$ cat src/rtl/strip_pkg.sv
package strip_pkg;
  typedef enum logic [0:0] {
    SEQ_IDLE  = 1'b0,
    SEQ_ISSUE = 1'b1
  } seq_state_t;
endpackage

$ cat src/rtl/strip_first_len.sv
module strip_first_len #(
  parameter int CNT_W = 32,
  parameter int MAXVL = 64,
  parameter int LEN_W = $clog2(MAXVL) + 1
) (
  input  logic [CNT_W-1:0] count,
  output logic [LEN_W-1:0] first_len
);
  localparam int MOD_W = $clog2(MAXVL);
  localparam logic [LEN_W-1:0] FULL = LEN_W'(MAXVL);

  logic [MOD_W-1:0] remainder;

  // MAXVL is a power of two, so the remainder is the low bits of the count.
  assign remainder = count[MOD_W-1:0];

  always_comb begin
    if (remainder == '0) first_len = FULL;
    else                 first_len = {{(LEN_W-MOD_W){1'b0}}, remainder};
  end
endmodule

$ cat src/rtl/strip_ptr_bank.sv
module strip_ptr_bank #(
  parameter int ADDR_W = 32,
  parameter int NPTR   = 3,
  parameter int LEN_W  = 7,
  parameter int SHIFT  = 3
) (
  input  logic                        clk,
  input  logic                        rst,
  input  logic                        load,
  input  logic                        advance,
  input  logic [NPTR-1:0][ADDR_W-1:0] bases,
  input  logic [LEN_W-1:0]            len,
  output logic [NPTR-1:0][ADDR_W-1:0] ptrs
);
  logic [ADDR_W-1:0] step;

  // Byte distance covered by one strip: len elements of 2^SHIFT bytes each.
  assign step = {{(ADDR_W-LEN_W){1'b0}}, len} << SHIFT;

  for (genvar g = 0; g < NPTR; g++) begin : g_ptr
    always_ff @(posedge clk) begin
      if (rst)          ptrs[g] <= '0;
      else if (load)    ptrs[g] <= bases[g];
      else if (advance) ptrs[g] <= ptrs[g] + step;
    end
  end
endmodule

$ cat src/rtl/strip_ctrl.sv
module strip_ctrl
  import strip_pkg::*;
#(
  parameter int CNT_W = 32,
  parameter int MAXVL = 64,
  parameter int LEN_W = 7
) (
  input  logic             clk,
  input  logic             rst,
  input  logic             start,
  input  logic [CNT_W-1:0] total_n,
  input  logic [LEN_W-1:0] first_len,
  input  logic             ready,
  output logic             valid,
  output logic [LEN_W-1:0] len,
  output logic             done,
  output logic             load,
  output logic             advance
);
  localparam logic [LEN_W-1:0] FULL = LEN_W'(MAXVL);

  seq_state_t       state;
  logic [CNT_W-1:0] remaining;
  logic [CNT_W-1:0] rem_after;
  logic             take;

  assign take      = start && (state == SEQ_IDLE);
  assign load      = take && (total_n != '0);
  assign advance   = valid && ready;
  assign rem_after = remaining - {{(CNT_W-LEN_W){1'b0}}, len};
  assign valid     = (state == SEQ_ISSUE);

  always_ff @(posedge clk) begin
    if (rst) begin
      state     <= SEQ_IDLE;
      remaining <= '0;
      len       <= '0;
      done      <= 1'b0;
    end else begin
      done <= 1'b0;
      case (state)
        SEQ_IDLE: begin
          if (take) begin
            if (total_n == '0) begin
              done <= 1'b1;
            end else begin
              state     <= SEQ_ISSUE;
              remaining <= total_n;
              len       <= first_len;
            end
          end
        end
        SEQ_ISSUE: begin
          if (advance) begin
            remaining <= rem_after;
            if (rem_after == '0) begin
              state <= SEQ_IDLE;
              done  <= 1'b1;
            end else begin
              len <= FULL;
            end
          end
        end
        default: state <= SEQ_IDLE;
      endcase
    end
  end
endmodule

$ cat src/rtl/strip_seq.sv
module strip_seq #(
  parameter int ADDR_W     = 32,
  parameter int CNT_W      = 32,
  parameter int MAXVL      = 64,
  parameter int ELEM_BYTES = 8
) (
  input  logic                       clk,
  input  logic                       rst,
  input  logic                       start,
  input  logic [CNT_W-1:0]           total_n,
  input  logic [ADDR_W-1:0]          base_a,
  input  logic [ADDR_W-1:0]          base_b,
  input  logic [ADDR_W-1:0]          base_c,
  input  logic                       strip_ready,
  output logic                       strip_valid,
  output logic [$clog2(MAXVL):0]     strip_len,
  output logic [ADDR_W-1:0]          strip_ptr_a,
  output logic [ADDR_W-1:0]          strip_ptr_b,
  output logic [ADDR_W-1:0]          strip_ptr_c,
  output logic                       done
);
  localparam int LEN_W = $clog2(MAXVL) + 1;
  localparam int SHIFT = $clog2(ELEM_BYTES);
  localparam int NPTR  = 3;

  logic [LEN_W-1:0]            first_len;
  logic                        load;
  logic                        advance;
  logic [NPTR-1:0][ADDR_W-1:0] bases;
  logic [NPTR-1:0][ADDR_W-1:0] ptrs;

  assign bases[0] = base_a;
  assign bases[1] = base_b;
  assign bases[2] = base_c;

  strip_first_len #(
    .CNT_W(CNT_W), .MAXVL(MAXVL), .LEN_W(LEN_W)
  ) u_first (
    .count     (total_n),
    .first_len (first_len)
  );

  strip_ctrl #(
    .CNT_W(CNT_W), .MAXVL(MAXVL), .LEN_W(LEN_W)
  ) u_ctrl (
    .clk       (clk),
    .rst       (rst),
    .start     (start),
    .total_n   (total_n),
    .first_len (first_len),
    .ready     (strip_ready),
    .valid     (strip_valid),
    .len       (strip_len),
    .done      (done),
    .load      (load),
    .advance   (advance)
  );

  strip_ptr_bank #(
    .ADDR_W(ADDR_W), .NPTR(NPTR), .LEN_W(LEN_W), .SHIFT(SHIFT)
  ) u_ptrs (
    .clk     (clk),
    .rst     (rst),
    .load    (load),
    .advance (advance),
    .bases   (bases),
    .len     (strip_len),
    .ptrs    (ptrs)
  );

  assign strip_ptr_a = ptrs[0];
  assign strip_ptr_b = ptrs[1];
  assign strip_ptr_c = ptrs[2];
endmodule

$ cat config.mk
export PLATFORM = sky130hd
export DESIGN_NAME = strip_seq
export DESIGN_NICKNAME = d
export VERILOG_FILES = /design/src/rtl/strip_pkg.sv /design/src/rtl/strip_first_len.sv /design/src/rtl/strip_ptr_bank.sv /design/src/rtl/strip_ctrl.sv /design/src/rtl/strip_seq.sv
export SDC_FILE = /design/constraint.sdc
export NUM_CORES = 1
export LEC_CHECK = 0
export BUFFER_PORTS_ARGS = -buffer_cell sky130_fd_sc_hd__buf_4
export CORE_UTILIZATION = 40
export DETAILED_ROUTE_END_ITERATION = 8
export HOLD_SLACK_MARGIN = 0.06
export PLACE_DENSITY = 0.64
export SLEW_MARGIN = 20
export SYNTH_ARGS = -nofsm -noshare
export SYNTH_HDL_FRONTEND = slang
export SYNTH_HIERARCHICAL = 1
export SYNTH_SLANG_ARGS = --single-unit
$ cat constraint.sdc
create_clock -name clk -period 4.35 [get_ports clk]
set_input_delay 0.2175 -clock clk [delete_from_list [all_inputs] [get_ports clk]]
set_output_delay 0.2175 -clock clk [all_outputs]
set_load 0.1 [all_outputs]
Word level (Yosys, flattened, before mapping)
Cells that the tools add are included.
{"block": "classes", "n_addsub": 4, "eq_ne": 4, "muxes": 26, "bitwise_logic": 1, "reduce_logical": 10}
{"op": "$mux W32", "n": 9}
{"op": "$add A32 B10 Y32", "n": 3}
{"op": "$logic_not A32 Y1", "n": 2}
{"op": "$pmux W32 S2", "n": 1}
{"op": "$mux W7", "n": 5}
{"op": "$reduce_bool A32 Y1", "n": 1}
{"op": "$sub A32 B7 Y32", "n": 1}
{"op": "$pmux W7 S2", "n": 1}
{"op": "$mux W1", "n": 8}
{"op": "$logic_not A6 Y1", "n": 1}
{"op": "$ne A2 B2 Y1 const B", "n": 3}
{"op": "$pmux W1 S2", "n": 2}
{"op": "$reduce_and A4 Y1", "n": 1}
{"op": "$logic_and A1 B1 Y1", "n": 3}
{"op": "$reduce_and A3 Y1", "n": 1}
{"op": "$ne A2 B1 Y1 const B", "n": 1}
{"op": "$reduce_bool A2 Y1", "n": 1}
{"op": "$not A1 Y1", "n": 1}
{"block": "totals", "register_bits": 137, "in_bits": 132, "output_inout_bits": 105, "wordCells": 52}

Logic depth before layout (Yosys ltp)
Gate-level depths: netlist of the first run.
{"block": "logic_depth", "ltp_word": 5, "depth_mapped": 12, "depth_no_buf": 11}

Hierarchy
The synthesis of the first run kept the hierarchy.
{"mod": "strip_ptr_bank", "instances": 1, "cells_per_inst": 693, "area_per_inst_um2": 5803.1, "seq_area_each_um2": 1921.8}
{"mod": "strip_ctrl", "instances": 1, "cells_per_inst": 414, "area_per_inst_um2": 3074.2, "seq_area_each_um2": 820.8}
{"mod": "strip_first_len", "instances": 1, "cells_per_inst": 8, "area_per_inst_um2": 43.8, "seq_area_each_um2": 0.0}

Worst setup path after synthesis of the first run
Ideal clock, no wire load.
{"block": "synth_path", "path_kind": "register -> register", "from": "reg u_ctrl.len[5]", "to": "reg u_ctrl.len[6]", "setup_ns": 0.116, "arrival_time_ns": 4.029, "required_ns": 4.234, "path_slack_ns": 0.204, "stages_incl_launch_ff": 12, "n_path_buf": 1, "synth_period_minus_slack_ns": 4.146, "cell_sequence": "dfxtp_1 inv_1 ha_1 a21o_1 a2111oi_0 nand4_1 xnor2_1 a211oi_1 nand4_1 or4_1 buf_6 o21a_1"}
{"block": "synth_between", "elab_chain_cells": 4}
{"item": "start: declaration", "line_no": "strip_ctrl.sv:15", "rtl": "output logic [LEN_W-1:0] len,"}
{"item": "start signal: assignment", "line_no": "strip_ctrl.sv:49", "rtl": "len <= first_len;"}
{"item": "$sub A32 B7 Y32", "line_no": "strip_ctrl.sv:30", "rtl": "assign rem_after = remaining - {{(CNT_W-LEN_W){1'b0}}, len};"}
{"item": "$logic_not A32 Y1", "line_no": "strip_ctrl.sv:56", "rtl": "if (rem_after == '0) begin"}
{"item": "$ne A2 B2 Y1 (no line)"}
{"item": "$reduce_and A4 Y1 (no line)"}
Every way passes these cells.
A chain may end at the register's enable or synchronous reset.

Final worst setup path of the first run
{"block": "layout_path", "from": "reg u_ctrl.len[6]", "to": "reg u_ctrl.len[6]"}
Same word-level chain as after synthesis.

==> Flow_metrics.wiki, run 1 <==
{| class="wikitable"
! Metric !! Value
|-
| Run status || finished, final reports clean
|-
| Maximum fanout along the worst path || 9
|-
| Total die area || 22900 µm²
|-
| Syn_nets || 1279
|-
| Final worst path period share || 0.860
|-
| Drt pass-1 iters || 5
|-
| HPWL reported at the end of detailed placement || 21300 µm
|-
| Routed wire per std cell || 18.1 µm
|-
| Placer Congestion || ~0.94
|-
| Fin Setup TNS || 0 ns
|-
| Share of synthesized registers carrying an async set or reset || 0
|-
| Max frequency || 267 MHz
|-
| Worst slew pin tran || between 0.9 and 1 ns
|-
| Fillers || 2096
|-
| Clock transition at the registers of the reported paths || roughly 0.070 ns
|-
| Total wirelength of the detailed-routed design || between 20000 and 30000 µm
|-
| Clk buf depth || 2
|-
| Flop and latch count out of synthesis || 137
|-
| CP required || 4.66 ns
|-
| P&R area growth vs syn || 32.3%
|-
| Antenna diodes || 0
|-
| Skew final || ~0.011 ns
|-
| Post-synth EDFFs || 0
|-
| Slew Limit Headroom || 0.349
|-
| Sink count of the clock tree || ~140
|-
| Leakage power figure || roughly 4.8 nW
|-
| CP Capture Type || register
|-
| Placement Cell Area || ~11000 µm²
|-
| Number of distinct standard cells referenced by the synthesized netlist || 79
|-
| Summed area of non-filler cells in the final layout || 11800 µm²
|-
| Routed via count || 9299
|-
| Total congestion overflow after global routing || 0
|-
| Average size of a mapped cell || about 8.0 µm²
|-
| Peak supply drop || 0.000255 V
|-
| Via count of the first global-routing pass || 8621
|-
| Reported max-cap violation count || 0
|-
| Logic gate share of total power || 0.351
|-
| Primary FF master, synth || sky130_fd_sc_hd__dfxtp_1
|-
| Post-DR vias/cell || 5.66
|-
| Clock network latency to the later pin of the worst-skew pair || 0.43 ns
|-
| Final hold violation count || 0
|-
| Max-slew violation count || 0
|-
| Number of primary I/O pins || 237
|-
| Sequential cell area || 2740 µm²
|-
| Clock power share || 0.316
|-
| Share of the yosys chip area belonging to registers || 0.307
|-
| Number of remaining DRC errors || 0
|-
| Cell internal pwr || 2.65 mW
|-
| WS Path Type || reg2reg
|-
| Number of buffers added by the clock tree synthesis step || 17
|-
| Pwr dens || 377 nW/µm²
|-
| Power share of the sequential group || 0.333
|-
| Number of placement rows || 54
|-
| Time the worst path needs with I/O delays and setup || between 3 and 4 ns
|-
| Die Width || roughly 150 µm
|-
| Post_cts resized || 0
|-
| DIE HEIGHT || 151 µm
|-
| Core area || roughly 22000 µm²
|-
| Number of antenna violations at the first check in global routing || 0
|-
| Footprint of the multi-input gates || 5780 µm²
|-
| Worst min-delay path category || in2reg
|-
| Clock root buffer || sky130_fd_sc_hd__clkbuf_16
|-
| Post-route ant nets || 0
|-
| Input/output buffers || 236
|-
| Pin count of the biggest net entering global routing || 71
|-
| Htree depth || 4
|-
| Switching power summed over all nets || 1.80 mW
|-
| Yosys warning total || 6
|-
| Iter 0 DRT Violations || 547
|-
| Setup-violating endpoint count in the final report || 0
|-
| Arrival time of data at the critical path endpoint || 4.05 ns
|-
| Layout cell share with drive strength beyond 1 || 0.231
|-
| Global-route wire length before repair || 46000 µm
|-
| RSZ-0062 raised after global routing || no
|-
| Initial standard-cell utilization of the core || 0.409
|-
| Startpoint types || register
|-
| Post CTS Setup Buffer Count || 0
|-
| Cell count after synthesis || approximately 1100
|-
| Clock tree from TritonCTS || yes
|-
| Layout net count || 1516
|-
| Switching part of the total power || 0.405
|-
| Post-synthesis instance area || 8920 µm²
|-
| Global routing usage summed across all routing layers || 0.257
|}
-- power groups by stage --
stage               logic (mW)  registers, mW  clock network [mW]
finish                    1.56           1.48                1.41
global route              1.66           1.49                1.49
CTS                       1.55           1.48                1.43
detailed placement        1.51           1.51                   0
global placement          1.51           1.50                   0
floorplan                0.647           1.96                   0
-- synthesized netlist by cell type, types with 5 or more instances --
library cell                  n  area (µm²)
sky130_fd_sc_hd__buf_2        5        25.0
sky130_fd_sc_hd__ha_1        28         350
sky130_fd_sc_hd__mux2i_1     34         340
sky130_fd_sc_hd__clkbuf_1    56         210
sky130_fd_sc_hd__nor4_1      21         131
sky130_fd_sc_hd__inv_1       25        93.8
sky130_fd_sc_hd__nand2b_1     6        37.5
sky130_fd_sc_hd__nand2_1     88         330
sky130_fd_sc_hd__a2111oi_0    5        43.8
sky130_fd_sc_hd__xnor2_1     46         403
sky130_fd_sc_hd__buf_6        5        56.3
sky130_fd_sc_hd__xor2_1      31         272
sky130_fd_sc_hd__nand3_1     26         130
sky130_fd_sc_hd__nand4_1     24         150
sky130_fd_sc_hd__or4_1        9        67.6
sky130_fd_sc_hd__a21oi_1     88         440
sky130_fd_sc_hd__and3_1      12        75.1
sky130_fd_sc_hd__a311oi_1     6        52.6
sky130_fd_sc_hd__or3_1       10        62.6
sky130_fd_sc_hd__a211oi_1    59         443
sky130_fd_sc_hd__o211ai_1    12        90.1
sky130_fd_sc_hd__nor2b_1     12        75.1
sky130_fd_sc_hd__and4_1      11        96.3
sky130_fd_sc_hd__a211oi_2     6        75.1
sky130_fd_sc_hd__o21ai_0     38         190
sky130_fd_sc_hd__nor2_1     150         563
sky130_fd_sc_hd__a21o_1      13        97.6
sky130_fd_sc_hd__o21a_1      11        82.6
sky130_fd_sc_hd__dfxtp_1    137        2740
sky130_fd_sc_hd__and2_1       6        37.5
sky130_fd_sc_hd__nor3_1      38         190
sky130_fd_sc_hd__o31ai_1      7        52.6
-- worst paths after layout --
check / startpoint / end / slack [ns] / cells past startpoint
max: u_ctrl/len[6] / u_ctrl/len[6] / 0.61 / 10
min: base_c[22] / u_ptrs/ptrs[86] / 0.07 / 3
max reg2reg: u_ctrl/len[6] / u_ctrl/len[6] / 0.61 / 10
min reg2reg: u_ctrl/remaining[12] / u_ctrl/remaining[12] / 0.50 / 2
-- critical path, stage by stage, from the launching register on --
cell                       delay (ns)
sky130_fd_sc_hd__dfxtp_1         0.46
sky130_fd_sc_hd__inv_1           0.11
sky130_fd_sc_hd__ha_1            0.45
sky130_fd_sc_hd__and4_1          0.26
sky130_fd_sc_hd__a21boi_1        0.36
sky130_fd_sc_hd__nor3_1          0.18
sky130_fd_sc_hd__or3_1           0.33
sky130_fd_sc_hd__a211oi_1        0.40
sky130_fd_sc_hd__nand4_1         0.14
sky130_fd_sc_hd__or4_1           0.67
sky130_fd_sc_hd__o21a_1          0.28
-- placed cells by master (no fill, tap or decap), types with 13 or more instances in the layout --
| cell | count |
|---|---|
| sky130_fd_sc_hd__xnor2_1 | 46 |
| sky130_fd_sc_hd__a211oi_1 | 59 |
| sky130_fd_sc_hd__inv_1 | 24 |
| sky130_fd_sc_hd__dfxtp_1 | 136 |
| sky130_fd_sc_hd__xor2_1 | 31 |
| sky130_fd_sc_hd__nor2_1 | 149 |
| sky130_fd_sc_hd__a21o_1 | 13 |
| sky130_fd_sc_hd__buf_4 | 245 |
| sky130_fd_sc_hd__nor4_1 | 21 |
| sky130_fd_sc_hd__a21oi_1 | 88 |
| sky130_fd_sc_hd__ha_1 | 28 |
| sky130_fd_sc_hd__nand3_1 | 26 |
| sky130_fd_sc_hd__nand4_1 | 24 |
| sky130_fd_sc_hd__nor3_1 | 38 |
| sky130_fd_sc_hd__mux2i_1 | 34 |
| sky130_fd_sc_hd__o21ai_0 | 38 |
| sky130_fd_sc_hd__clkbuf_16 | 17 |
| sky130_fd_sc_hd__nand2_1 | 88 |
| sky130_fd_sc_hd__dlygate4sd3_1 | 42 |
-- stage by stage --
stage | instances | power, mW | util | setup WS, ns | hold slack, ns
2_1_floorplan | 1115 | 2.60 | - | 0.204 | 0.355
4_1_cts | 1644 | 4.46 | 0.541 | 0.628 | 0.0612
5_1_grt | 1644 | 4.64 | 0.541 | 0.366 | 0.0648
3_5_place_dp | 1571 | 3.02 | 0.496 | 0.680 | 0.453
3_3_place_gp | 1571 | 3.01 | 0.496 | 0.773 | 0.446
6_report | 1644 | 4.45 | 0.541 | 0.609 | 0.0727
-- per-layer routing --
| layer | wire, µm | global-route usage | share of wire | vias up |
|---|---|---|---|---|
| met1 | 13800 | 0.354 | 0.47 | 4374 |
| met4 | 688 | 0.0870 | 0.023 | 0 |
| li1 | - | - | - | 4561 |
| met3 | 1960 | 0.0419 | 0.066 | 39 |
| met5 | 0 | 0 | 0 | - |
| met2 | 13200 | 0.403 | 0.44 | 325 |
-- registers in the layout, summed over array words and instances, names as in the netlist --
signal	cells
u_ptrs/ptrs	96
u_ctrl/remaining	32
u_ctrl/len	7
u_ctrl/done	1
u_ctrl/valid	1
-- cell type report --
type | count | area share
clock inverters | 12 | 0.0101
multi-input cells | 882 | 0.490
repair buffers | 288 | 0.193
clock buffers | 19 | 0.0367
inverters | 26 | 0.00848
flip-flops and latches | 137 | 0.232
well taps | 280 | 0.0297
-- cells by family after synthesis --
| group | Yosys count | synth area share |
|---|---|---|
| XOR/XNOR | 77 | 0.0756 |
| AND/OR/NAND/NOR | 455 | 0.266 |
| buffers and inverters | 96 | 0.0457 |
| AO/OA/AOI/OAI | 284 | 0.218 |
| adder cells (fa/ha/maj) | 32 | 0.0482 |
| multiplexers | 34 | 0.0381 |
| flip-flops | 137 | 0.307 |
-- timing repair --
action / in CTS / in global routing
hold endpoints to repair: 42 / 0
hold buffers: 42 / 0
endpoints found under the setup margin: 0 / 0
No activity file was read; power rests on OpenSTA's default activity.
==> run 2: changes to the inputs <==
--- a/config.mk
+++ b/config.mk
@@ -5,11 +5,13 @@
 export SDC_FILE = /design/constraint.sdc
 export NUM_CORES = 1
 export LEC_CHECK = 0
+export ABC_AREA = 1
 export BUFFER_PORTS_ARGS = -buffer_cell sky130_fd_sc_hd__buf_4
+export CORE_ASPECT_RATIO = 0.75
 export CORE_UTILIZATION = 40
 export DETAILED_ROUTE_END_ITERATION = 8
 export HOLD_SLACK_MARGIN = 0.06
-export PLACE_DENSITY = 0.64
+export PLACE_DENSITY = 0.63
 export SLEW_MARGIN = 20
 export SYNTH_ARGS = -nofsm -noshare
 export SYNTH_HDL_FRONTEND = slang
==> Flow_metrics.wiki, run 2 <==
{| class="wikitable"
! Metric !! Value
|-
| Run status || finished, final reports clean (unchanged)
|-
| Drt pass-1 iters || 6 (was 5)
|-
| Peak supply drop || 0.000287 V (was 0.000255 V)
|-
| Footprint of the multi-input gates || 6870 µm² (was 5780 µm²)
|-
| Most frequent standard cell in the layout excluding fill and tap cells || sky130_fd_sc_hd__nand2_1 (was sky130_fd_sc_hd__buf_4)
|-
| Cell types with the largest area share after synthesis || sky130_fd_sc_hd__dfxtp_1, sky130_fd_sc_hd__nand2_1, sky130_fd_sc_hd__nand3_1 (was sky130_fd_sc_hd__dfxtp_1, sky130_fd_sc_hd__nor2_1, sky130_fd_sc_hd__a211oi_1)
|-
| Setup-violating endpoint count in the final report || 0 (unchanged)
|-
| Number of flip-flops in the largest register || 96 (unchanged)
|-
| Clock network latency to the later pin of the worst-skew pair || 0.43 ns (about the same)
|-
| Chain of cells forming the critical path || inv_1 > ha_1 > nand2_1 > inv_1 > nand2_1 > nand2_1 > nor2_1 > nand2_1 > nor2_1 > xor2_1 > nor2_1 > nand2_1 > nor2_2 > nand2_4 > nand2_4 > nand2_1 > a21oi_2 (was inv_1 > ha_1 > and4_1 > a21boi_1 > nor3_1 > or3_1 > a211oi_1 > nand4_1 > or4_1 > o21a_1)
|-
| HPWL reported at the end of detailed placement || 28900 µm (was 21300 µm)
|-
| Iter 0 DRT Violations || 1094 (was 547)
|-
| Share of the yosys chip area belonging to registers || 0.255 (was 0.307)
|-
| Average size of a mapped cell || 6.04 µm² (was 8.00 µm²)
|-
| Number of remaining DRC errors || 0 (unchanged)
|-
| Number of distinct standard cells referenced by the synthesized netlist || 38 (was 79)
|-
| Total congestion overflow after global routing || 0 (unchanged)
|-
| Share of synthesized registers carrying an async set or reset || 0 (unchanged)
|-
| Final worst path period share || 0.751 (was 0.860)
|-
| WS Path Type || reg2reg (unchanged)
|-
| Initial standard-cell utilization of the core || 0.410 (was 0.409)
|-
| Post-DR vias/cell || 5.31 (was 5.66)
|-
| Number of primary I/O pins || 237 (unchanged)
|-
| Startpoint types || register (unchanged)
|-
| Layout net count || 2154 (was 1516)
|-
| Post-route ant nets || 0 (unchanged)
|-
| Final core area utilization || 0.513 (was 0.541)
|-
| Fin Setup TNS || 0 ns (unchanged)
|-
| Primary FF master, synth || sky130_fd_sc_hd__dfxtp_1 (unchanged)
|-
| Top cell type's share of synthesized area || 0.255 (was 0.307)
|-
| Time the worst path needs with I/O delays and setup || 3.27 ns (was 3.74 ns)
|-
| Total wirelength of the detailed-routed design || 38300 µm (was 29700 µm)
|-
| Switching part of the total power || 0.411 (was 0.405)
|-
| Top-count cell post-synth || sky130_fd_sc_hd__nand2_1 (was sky130_fd_sc_hd__nor2_1)
|-
| Fillers || 2714 (was 2096)
|-
| Clock tree from TritonCTS || yes (unchanged)
|-
| Routed via count || 12459 (was 9299)
|-
| Post CTS Setup Buffer Count || 0 (unchanged)
|-
| RSZ-0062 raised after global routing || no (unchanged)
|-
| Core area || 26200 µm² (was 21800 µm²)
|-
| Clock transition at the registers of the reported paths || 0.07 ns (about the same)
|-
| Max incr delay on CP || 0.65 ns (was 0.67 ns)
|-
| Via count of the first global-routing pass || 10763 (was 8621)
|-
| Cell internal pwr || 2.64 mW (was 2.65 mW)
|-
| Worst slew pin tran || 1.01 ns (was 0.969 ns)
|-
| Sink count of the clock tree || 137 (unchanged)
|-
| Placer Congestion || 0.966 (was 0.935)
|-
| Post-synthesis instance area || 10700 µm² (was 8920 µm²)
|-
| DIE HEIGHT || 144 µm (was 151 µm)
|-
| Number of placement rows || 51 (was 54)
|-
| P&R area growth vs syn || 24.9% (was 32.3%)
|-
| Commonest non-fill, non-tap cells in the layout || sky130_fd_sc_hd__nand2_1, sky130_fd_sc_hd__buf_4, sky130_fd_sc_hd__inv_1 (was sky130_fd_sc_hd__buf_4, sky130_fd_sc_hd__nor2_1, sky130_fd_sc_hd__dfxtp_1)
|-
| Number of buffers added by the clock tree synthesis step || 17 (unchanged)
|-
| Slowest cell on the critical path || sky130_fd_sc_hd__dfxtp_1 (was sky130_fd_sc_hd__or4_1)
|-
| Reg with most FFs || u_ptrs/ptrs (unchanged)
|-
| Number of antenna violations at the first check in global routing || 0 (unchanged)
|-
| Max frequency || 306 MHz (was 267 MHz)
|-
| Flop and latch count out of synthesis || 137 (unchanged)
|-
| Routed wire per std cell || 16.3 µm (was 18.1 µm)
|-
| Total die area || 27500 µm² (was 22900 µm²)
|-
| Clock root buffer || sky130_fd_sc_hd__clkbuf_16 (unchanged)
|-
| Reported max-cap violation count || 0 (unchanged)
|-
| Die Width || 191 µm (was 151 µm)
|-
| CP Capture Type || register (unchanged)
|-
| Global-route wire length before repair || 58900 µm (was 46000 µm)
|-
| Power share of the sequential group || 0.332 (was 0.333)
|-
| Logic gate share of total power || 0.340 (was 0.351)
|-
| Leakage power figure || 6.35 nW (was 4.79 nW)
|-
| Worst hold slack across all endpoints || 0.0775 ns (was 0.0727 ns)
|-
| Synth top cells by count || sky130_fd_sc_hd__nand2_1, sky130_fd_sc_hd__inv_1, sky130_fd_sc_hd__nand3_1 (was sky130_fd_sc_hd__nor2_1, sky130_fd_sc_hd__dfxtp_1, sky130_fd_sc_hd__a21oi_1, sky130_fd_sc_hd__nand2_1, sky130_fd_sc_hd__a211oi_1)
|-
| Pwr dens || 334 nW/µm² (was 377 nW/µm²)
|-
| Max-slew violation count || 0 (unchanged)
|-
| Input/output buffers || 236 (unchanged)
|-
| Skew final || 0.0114 ns (was 0.0106 ns)
|-
| Post-synth EDFFs || 0 (unchanged)
|-
| CP required || 4.71 ns (was 4.66 ns)
|-
| Htree depth || 4 (unchanged)
|-
| Pin count of the biggest net entering global routing || 66 (was 71)
|-
| Cell count after synthesis || 1777 (was 1115)
|-
| Yosys warning total || 6 (unchanged)
|-
| Overall power after layout || 4.48 mW (was 4.45 mW)
|-
| Most frequent CP cell || sky130_fd_sc_hd__nand2_1
|-
| Switching power summed over all nets || 1.84 mW (was 1.80 mW)
|-
| Post-synthesis cell type with the largest combined area || sky130_fd_sc_hd__dfxtp_1 (unchanged)
|-
| Syn_nets || 1941 (was 1279)
|-
| Slew Limit Headroom || 0.328 (was 0.349)
|-
| Top Registers || u_ptrs/ptrs: 96 flops, u_ctrl/remaining: 32 flops, u_ctrl/len: 7 flops (unchanged)
|-
| Arrival time of data at the critical path endpoint || 3.63 ns (was 4.05 ns)
|-
| Worst min-delay path category || in2reg (unchanged)
|-
| Clock power share || 0.328 (was 0.316)
|-
| Final hold violation count || 0 (unchanged)
|-
| Clk buf depth || 2 (unchanged)
|-
| Maximum fanout along the worst path || 7 (was 9)
|-
| Antenna diodes || 0 (unchanged)
|-
| Layout cell share with drive strength beyond 1 || 0.193 (was 0.231)
|-
| Global routing usage summed across all routing layers || 0.275 (was 0.257)
|-
| Sequential cell area || 2740 µm² (about the same)
|}
==> run 2: cell families (layout without fill, tap and decap cells) <==
| logic type | count (synthesis) | after routing | share of synthesized area |
|---|---|---|---|
| compound gates | 264 | 264 | 0.147 |
| buf+inv | 278 | 504 | 0.105 |
| simple gates | 1045 | 1045 | 0.436 |
| flops | 137 | 137 | 0.255 |
| xor+xnor | 21 | 21 | 0.0171 |
| fa+ha+maj | 32 | 32 | 0.0401 |
==> run 2: path summary, 6_finish.rpt <==
path	depth (start not counted)	slack, ns	endpoint	start
max	17	1.08	u_ctrl/len[5]	u_ctrl/len[6]
min	3	0.08	u_ptrs/ptrs[37]	base_b[5]
max reg2reg	17	1.08	u_ctrl/len[5]	u_ctrl/len[6]
min reg2reg	2	0.52	u_ptrs/ptrs[37]	u_ptrs/ptrs[37]
==> run 2: cell type report <==
type,instances,area share
well taps,344,0.0321
flip-flops and latches,137,0.204
repair buffers,258,0.148
clock buffers,23,0.0371
multi-input cells,1362,0.512
clock inverters,9,0.00662
inverters,214,0.0600
==> run 2: metrics by stage <==
step / instance area [µm²] / std cells / setup slack [ns]
finish: 13400 / 2347 / 1.08
CTS: 13400 / 2347 / 1.11
detailed placement: 12700 / 2302 / 1.14
global route: 13400 / 2347 / 0.794
global placement: 12700 / 2302 / 1.10
floorplan: 10700 / 1777 / 1.42
==> run 2: worst max-delay path: cells and delay by family (launching register included) <==
family	cells	cell delay [ns]
adder cells (fa/ha/maj)	1	0.41
buffers and inverters	2	0.19
AND/OR/NAND/NOR	12	1.70
AO/OA/AOI/OAI	1	0.12
flip-flops	1	0.65
XOR/XNOR	1	0.12
==> run 2: what timing repair did <==
action	CTS	global route
hold endpoints to repair	13	0
gates resized for setup	0	0
hold buffers	13	0
==> run 2: power groups by stage <==
stage / Combinational (mW) / Sequential [mW] / Clock (mW)
3_3_place_gp: 1.49 / 1.51 / 0
2_1_floorplan: 0.663 / 1.91 / 0
3_5_place_dp: 1.49 / 1.51 / 0
5_1_grt: 1.64 / 1.50 / 1.55
6_report: 1.52 / 1.49 / 1.47
4_1_cts: 1.51 / 1.48 / 1.50
==> run 2: per-layer routing <==
layer,track usage,part of all wire,vias up
met5,0,0,-
met4,0.0631,0.013,0
met3,0.0520,0.083,29
met2,0.393,0.41,501
met1,0.418,0.49,5694
li1,-,-,6235
==> run 3: changes to the inputs <==
--- a/config.mk
+++ b/config.mk
@@ -5,13 +5,13 @@
 export SDC_FILE = /design/constraint.sdc
 export NUM_CORES = 1
 export LEC_CHECK = 0
-export ABC_AREA = 1
+export ABC_AREA = 0
 export BUFFER_PORTS_ARGS = -buffer_cell sky130_fd_sc_hd__buf_4
 export CORE_ASPECT_RATIO = 0.75
 export CORE_UTILIZATION = 40
 export DETAILED_ROUTE_END_ITERATION = 8
 export HOLD_SLACK_MARGIN = 0.06
-export PLACE_DENSITY = 0.63
+export PLACE_DENSITY = 0.67
 export SLEW_MARGIN = 20
 export SYNTH_ARGS = -nofsm -noshare
 export SYNTH_HDL_FRONTEND = slang
==> constraint.sdc (replaced) <==
create_clock -name clk -period 2.85 [get_ports clk]
set_input_delay 0.1425 -clock clk [delete_from_list [all_inputs] [get_ports clk]]
set_output_delay 0.1425 -clock clk [all_outputs]
set_load 0.1 [all_outputs]
==> Flow_metrics.wiki, run 3 (same netlist as run 1, synthesis figures left out) <==
{| class="wikitable"
! Metric !! Value
|-
| Number of primary I/O pins || 237 (unchanged)
|-
| Routed via count || 10082 (was 12459)
|-
| Leakage power figure || 5.59 nW (was 6.35 nW)
|-
| Overall power after layout || 7.33 mW (was 4.48 mW)
|-
| Time the worst path needs with I/O delays and setup || 3.05 ns (was 3.27 ns)
|-
| WS Path Type || reg2reg (unchanged)
|-
| Non-filler instance count after layout || 1807 (was 2347)
|-
| Die Width || 174 µm (was 191 µm)
|-
| P&R area growth vs syn || 50.5% (was 24.9%)
|-
| Commonest non-fill, non-tap cells in the layout || sky130_fd_sc_hd__buf_4, sky130_fd_sc_hd__nor2_1, sky130_fd_sc_hd__dfxtp_1 (was sky130_fd_sc_hd__nand2_1, sky130_fd_sc_hd__buf_4, sky130_fd_sc_hd__inv_1)
|-
| Layout net count || 1670 (was 2154)
|-
| Fin Setup TNS || -1.34 ns (was 0 ns)
|-
| Max-slew violation count || 0 (unchanged)
|-
| Number of flip-flops in the largest register || 96 (unchanged)
|-
| Number of buffers added by the clock tree synthesis step || 17 (unchanged)
|-
| Most frequent standard cell in the layout excluding fill and tap cells || sky130_fd_sc_hd__buf_4 (was sky130_fd_sc_hd__nand2_1)
|-
| RSZ-0062 raised after global routing || yes (was no)
|-
| Layout cell share with drive strength beyond 1 || 0.306 (was 0.193)
|-
| Global routing usage summed across all routing layers || 0.285 (was 0.275)
|-
| Number of placement rows || 46 (was 51)
|-
| Sink count of the clock tree || 137 (unchanged)
|-
| Pin count of the biggest net entering global routing || 61 (was 66)
|-
| Drt pass-1 iters || 6 (unchanged)
|-
| Clock root buffer || sky130_fd_sc_hd__clkbuf_16 (unchanged)
|-
| Core area || 21500 µm² (was 26200 µm²)
|-
| Highest metal layer with signal wires || met4 (unchanged)
|-
| Htree depth || 4 (unchanged)
|-
| Input/output buffers || 236 (unchanged)
|-
| Slew Limit Headroom || 0.502 (was 0.328)
|-
| Iter 0 DRT Violations || 928 (was 1094)
|-
| Worst min-delay path category || in2reg (unchanged)
|-
| Post-route ant nets || 0 (unchanged)
|-
| Routed metal-1 wire length || 15700 µm (was 18900 µm)
|-
| Total congestion overflow after global routing || 0 (unchanged)
|-
| DR WL met3 || 2670 µm (was 3180 µm)
|-
| Post-DR vias/cell || 5.58 (was 5.31)
|-
| Clock tree from TritonCTS || yes (unchanged)
|-
| Initial standard-cell utilization of the core || 0.414 (was 0.410)
|-
| Max frequency || 328 MHz (was 306 MHz)
|-
| Arrival time of data at the critical path endpoint || 3.38 ns (was 3.63 ns)
|-
| Skew final || 0.0141 ns (was 0.0114 ns)
|-
| Peak supply drop || 0.000417 V (was 0.000287 V)
|-
| Worst hold slack across all endpoints || 0.0756 ns (was 0.0775 ns)
|-
| Violated checks || setup timing
|-
| Via count of the first global-routing pass || 9472 (was 10763)
|-
| Worst slew pin tran || 0.740 ns (was 1.01 ns)
|-
| Post-place setup slack || -0.355 ns (was 1.14 ns)
|-
| Final worst path period share || 1.07 (was 0.751)
|-
| Total die area || 22900 µm² (was 27500 µm²)
|-
| Reg with most FFs || u_ptrs/ptrs (unchanged)
|-
| Number of antenna violations at the first check in global routing || 0 (unchanged)
|-
| HPWL reported at the end of detailed placement || 23700 µm (was 28900 µm)
|-
| Setup-violating endpoint count in the final report || 8 (was 0)
|-
| Global-route wire length before repair || 51800 µm (was 58900 µm)
|-
| Total wirelength of the detailed-routed design || 32800 µm (was 38300 µm)
|-
| Startpoint types || register (unchanged)
|-
| Clock network latency to the later pin of the worst-skew pair || 0.43 ns (about the same)
|-
| Reported max-cap violation count || 0 (unchanged)
|-
| Pwr dens || 546 nW/µm² (was 334 nW/µm²)
|-
| Number of remaining DRC errors || 0 (unchanged)
|-
| Final hold violation count || 0 (unchanged)
|-
| CP required || 3.18 ns (was 4.71 ns)
|-
| Met2 Wirelength || 13800 µm (was 15700 µm)
|-
| Cell count after placement || 1674 (was 2302)
|-
| Placer Congestion || 0.940 (was 0.966)
|-
| DIE HEIGHT || 131 µm (was 144 µm)
|-
| CP Capture Type || register (unchanged)
|-
| Clk buf depth || 2 (unchanged)
|-
| Maximum fanout along the worst path || 7 (unchanged)
|-
| Worst-case setup margin in the final layout || -0.200 ns (was 1.08 ns)
|-
| Clock transition at the registers of the reported paths || 0.07 ns (about the same)
|-
| Top Registers || u_ptrs/ptrs: 96 flops, u_ctrl/remaining: 32 flops, u_ctrl/len: 7 flops (unchanged)
|-
| Routed wire per std cell || 18.1 µm (was 16.3 µm)
|-
| Antenna diodes || 0 (unchanged)
|-
| Run status || complete, but fails checks (was finished, final reports clean)
|}
-- run 3: repair_timing --
action	CTS	global route
hold endpoints to repair	96	0
gates resized for setup	19	15
pin swaps	9	12
endpoints found under the setup margin	9	14
buffers inserted	4	2
cloned	0	0
hold buffers	96	0
-- run 3: cell type report --
type | count | area (µm²)
multi-input combinational | 882 | 6020
clock buffer | 18 | 429
tap | 288 | 360
clock inverter | 14 | 113
sequential | 137 | 2780
inverter | 26 | 104
fill | 1905 | 8100
timing repair buffer | 442 | 3630
-- run 3: per-layer routing --
layer,track usage,vias up
met1,0.414,4757
met5,0,-
met4,0.0804,0
met3,0.0642,43
li1,-,4867
met2,0.414,415
-- run 3: metrics by stage --
stage / instance area [µm²] / util
detailed placement: 11700 / 0.545
global route: 13400 / 0.624
finish: 13400 / 0.624
CTS: 13400 / 0.621
global placement: 11700 / 0.545
floorplan: 9060 / -
-- run 3: path summary, 6_finish.rpt --
check                           slack, ns      startpoint  cells past startpoint               to
worst max-delay path                -0.20   u_ctrl/len[5]                     10    u_ctrl/len[2]
worst min-delay path                 0.08      base_b[19]                      3  u_ptrs/ptrs[51]
worst max register to register      -0.20   u_ctrl/len[5]                     10    u_ctrl/len[2]
worst min register to register       0.51  u_ptrs/ptrs[2]                      2   u_ptrs/ptrs[2]
-- run 3: critical path: stages (launching register included) --
cell                        delay [ns]
sky130_fd_sc_hd__dfxtp_4          0.36
sky130_fd_sc_hd__inv_4            0.03
sky130_fd_sc_hd__ha_4             0.24
sky130_fd_sc_hd__a21o_1           0.19
sky130_fd_sc_hd__a2111oi_4        0.41
sky130_fd_sc_hd__nand4_1          0.21
sky130_fd_sc_hd__xnor2_2          0.18
sky130_fd_sc_hd__a211oi_2         0.31
sky130_fd_sc_hd__nand4_1          0.14
sky130_fd_sc_hd__or4_4            0.64
sky130_fd_sc_hd__a211oi_2         0.24
-- run 3: report_power, final --
group / switching (mW) / internal, mW
registers: 0.155 / 2.06
logic: 1.85 / 1.16
clock network: 0.969 / 1.13
total: 2.98 / 4.36
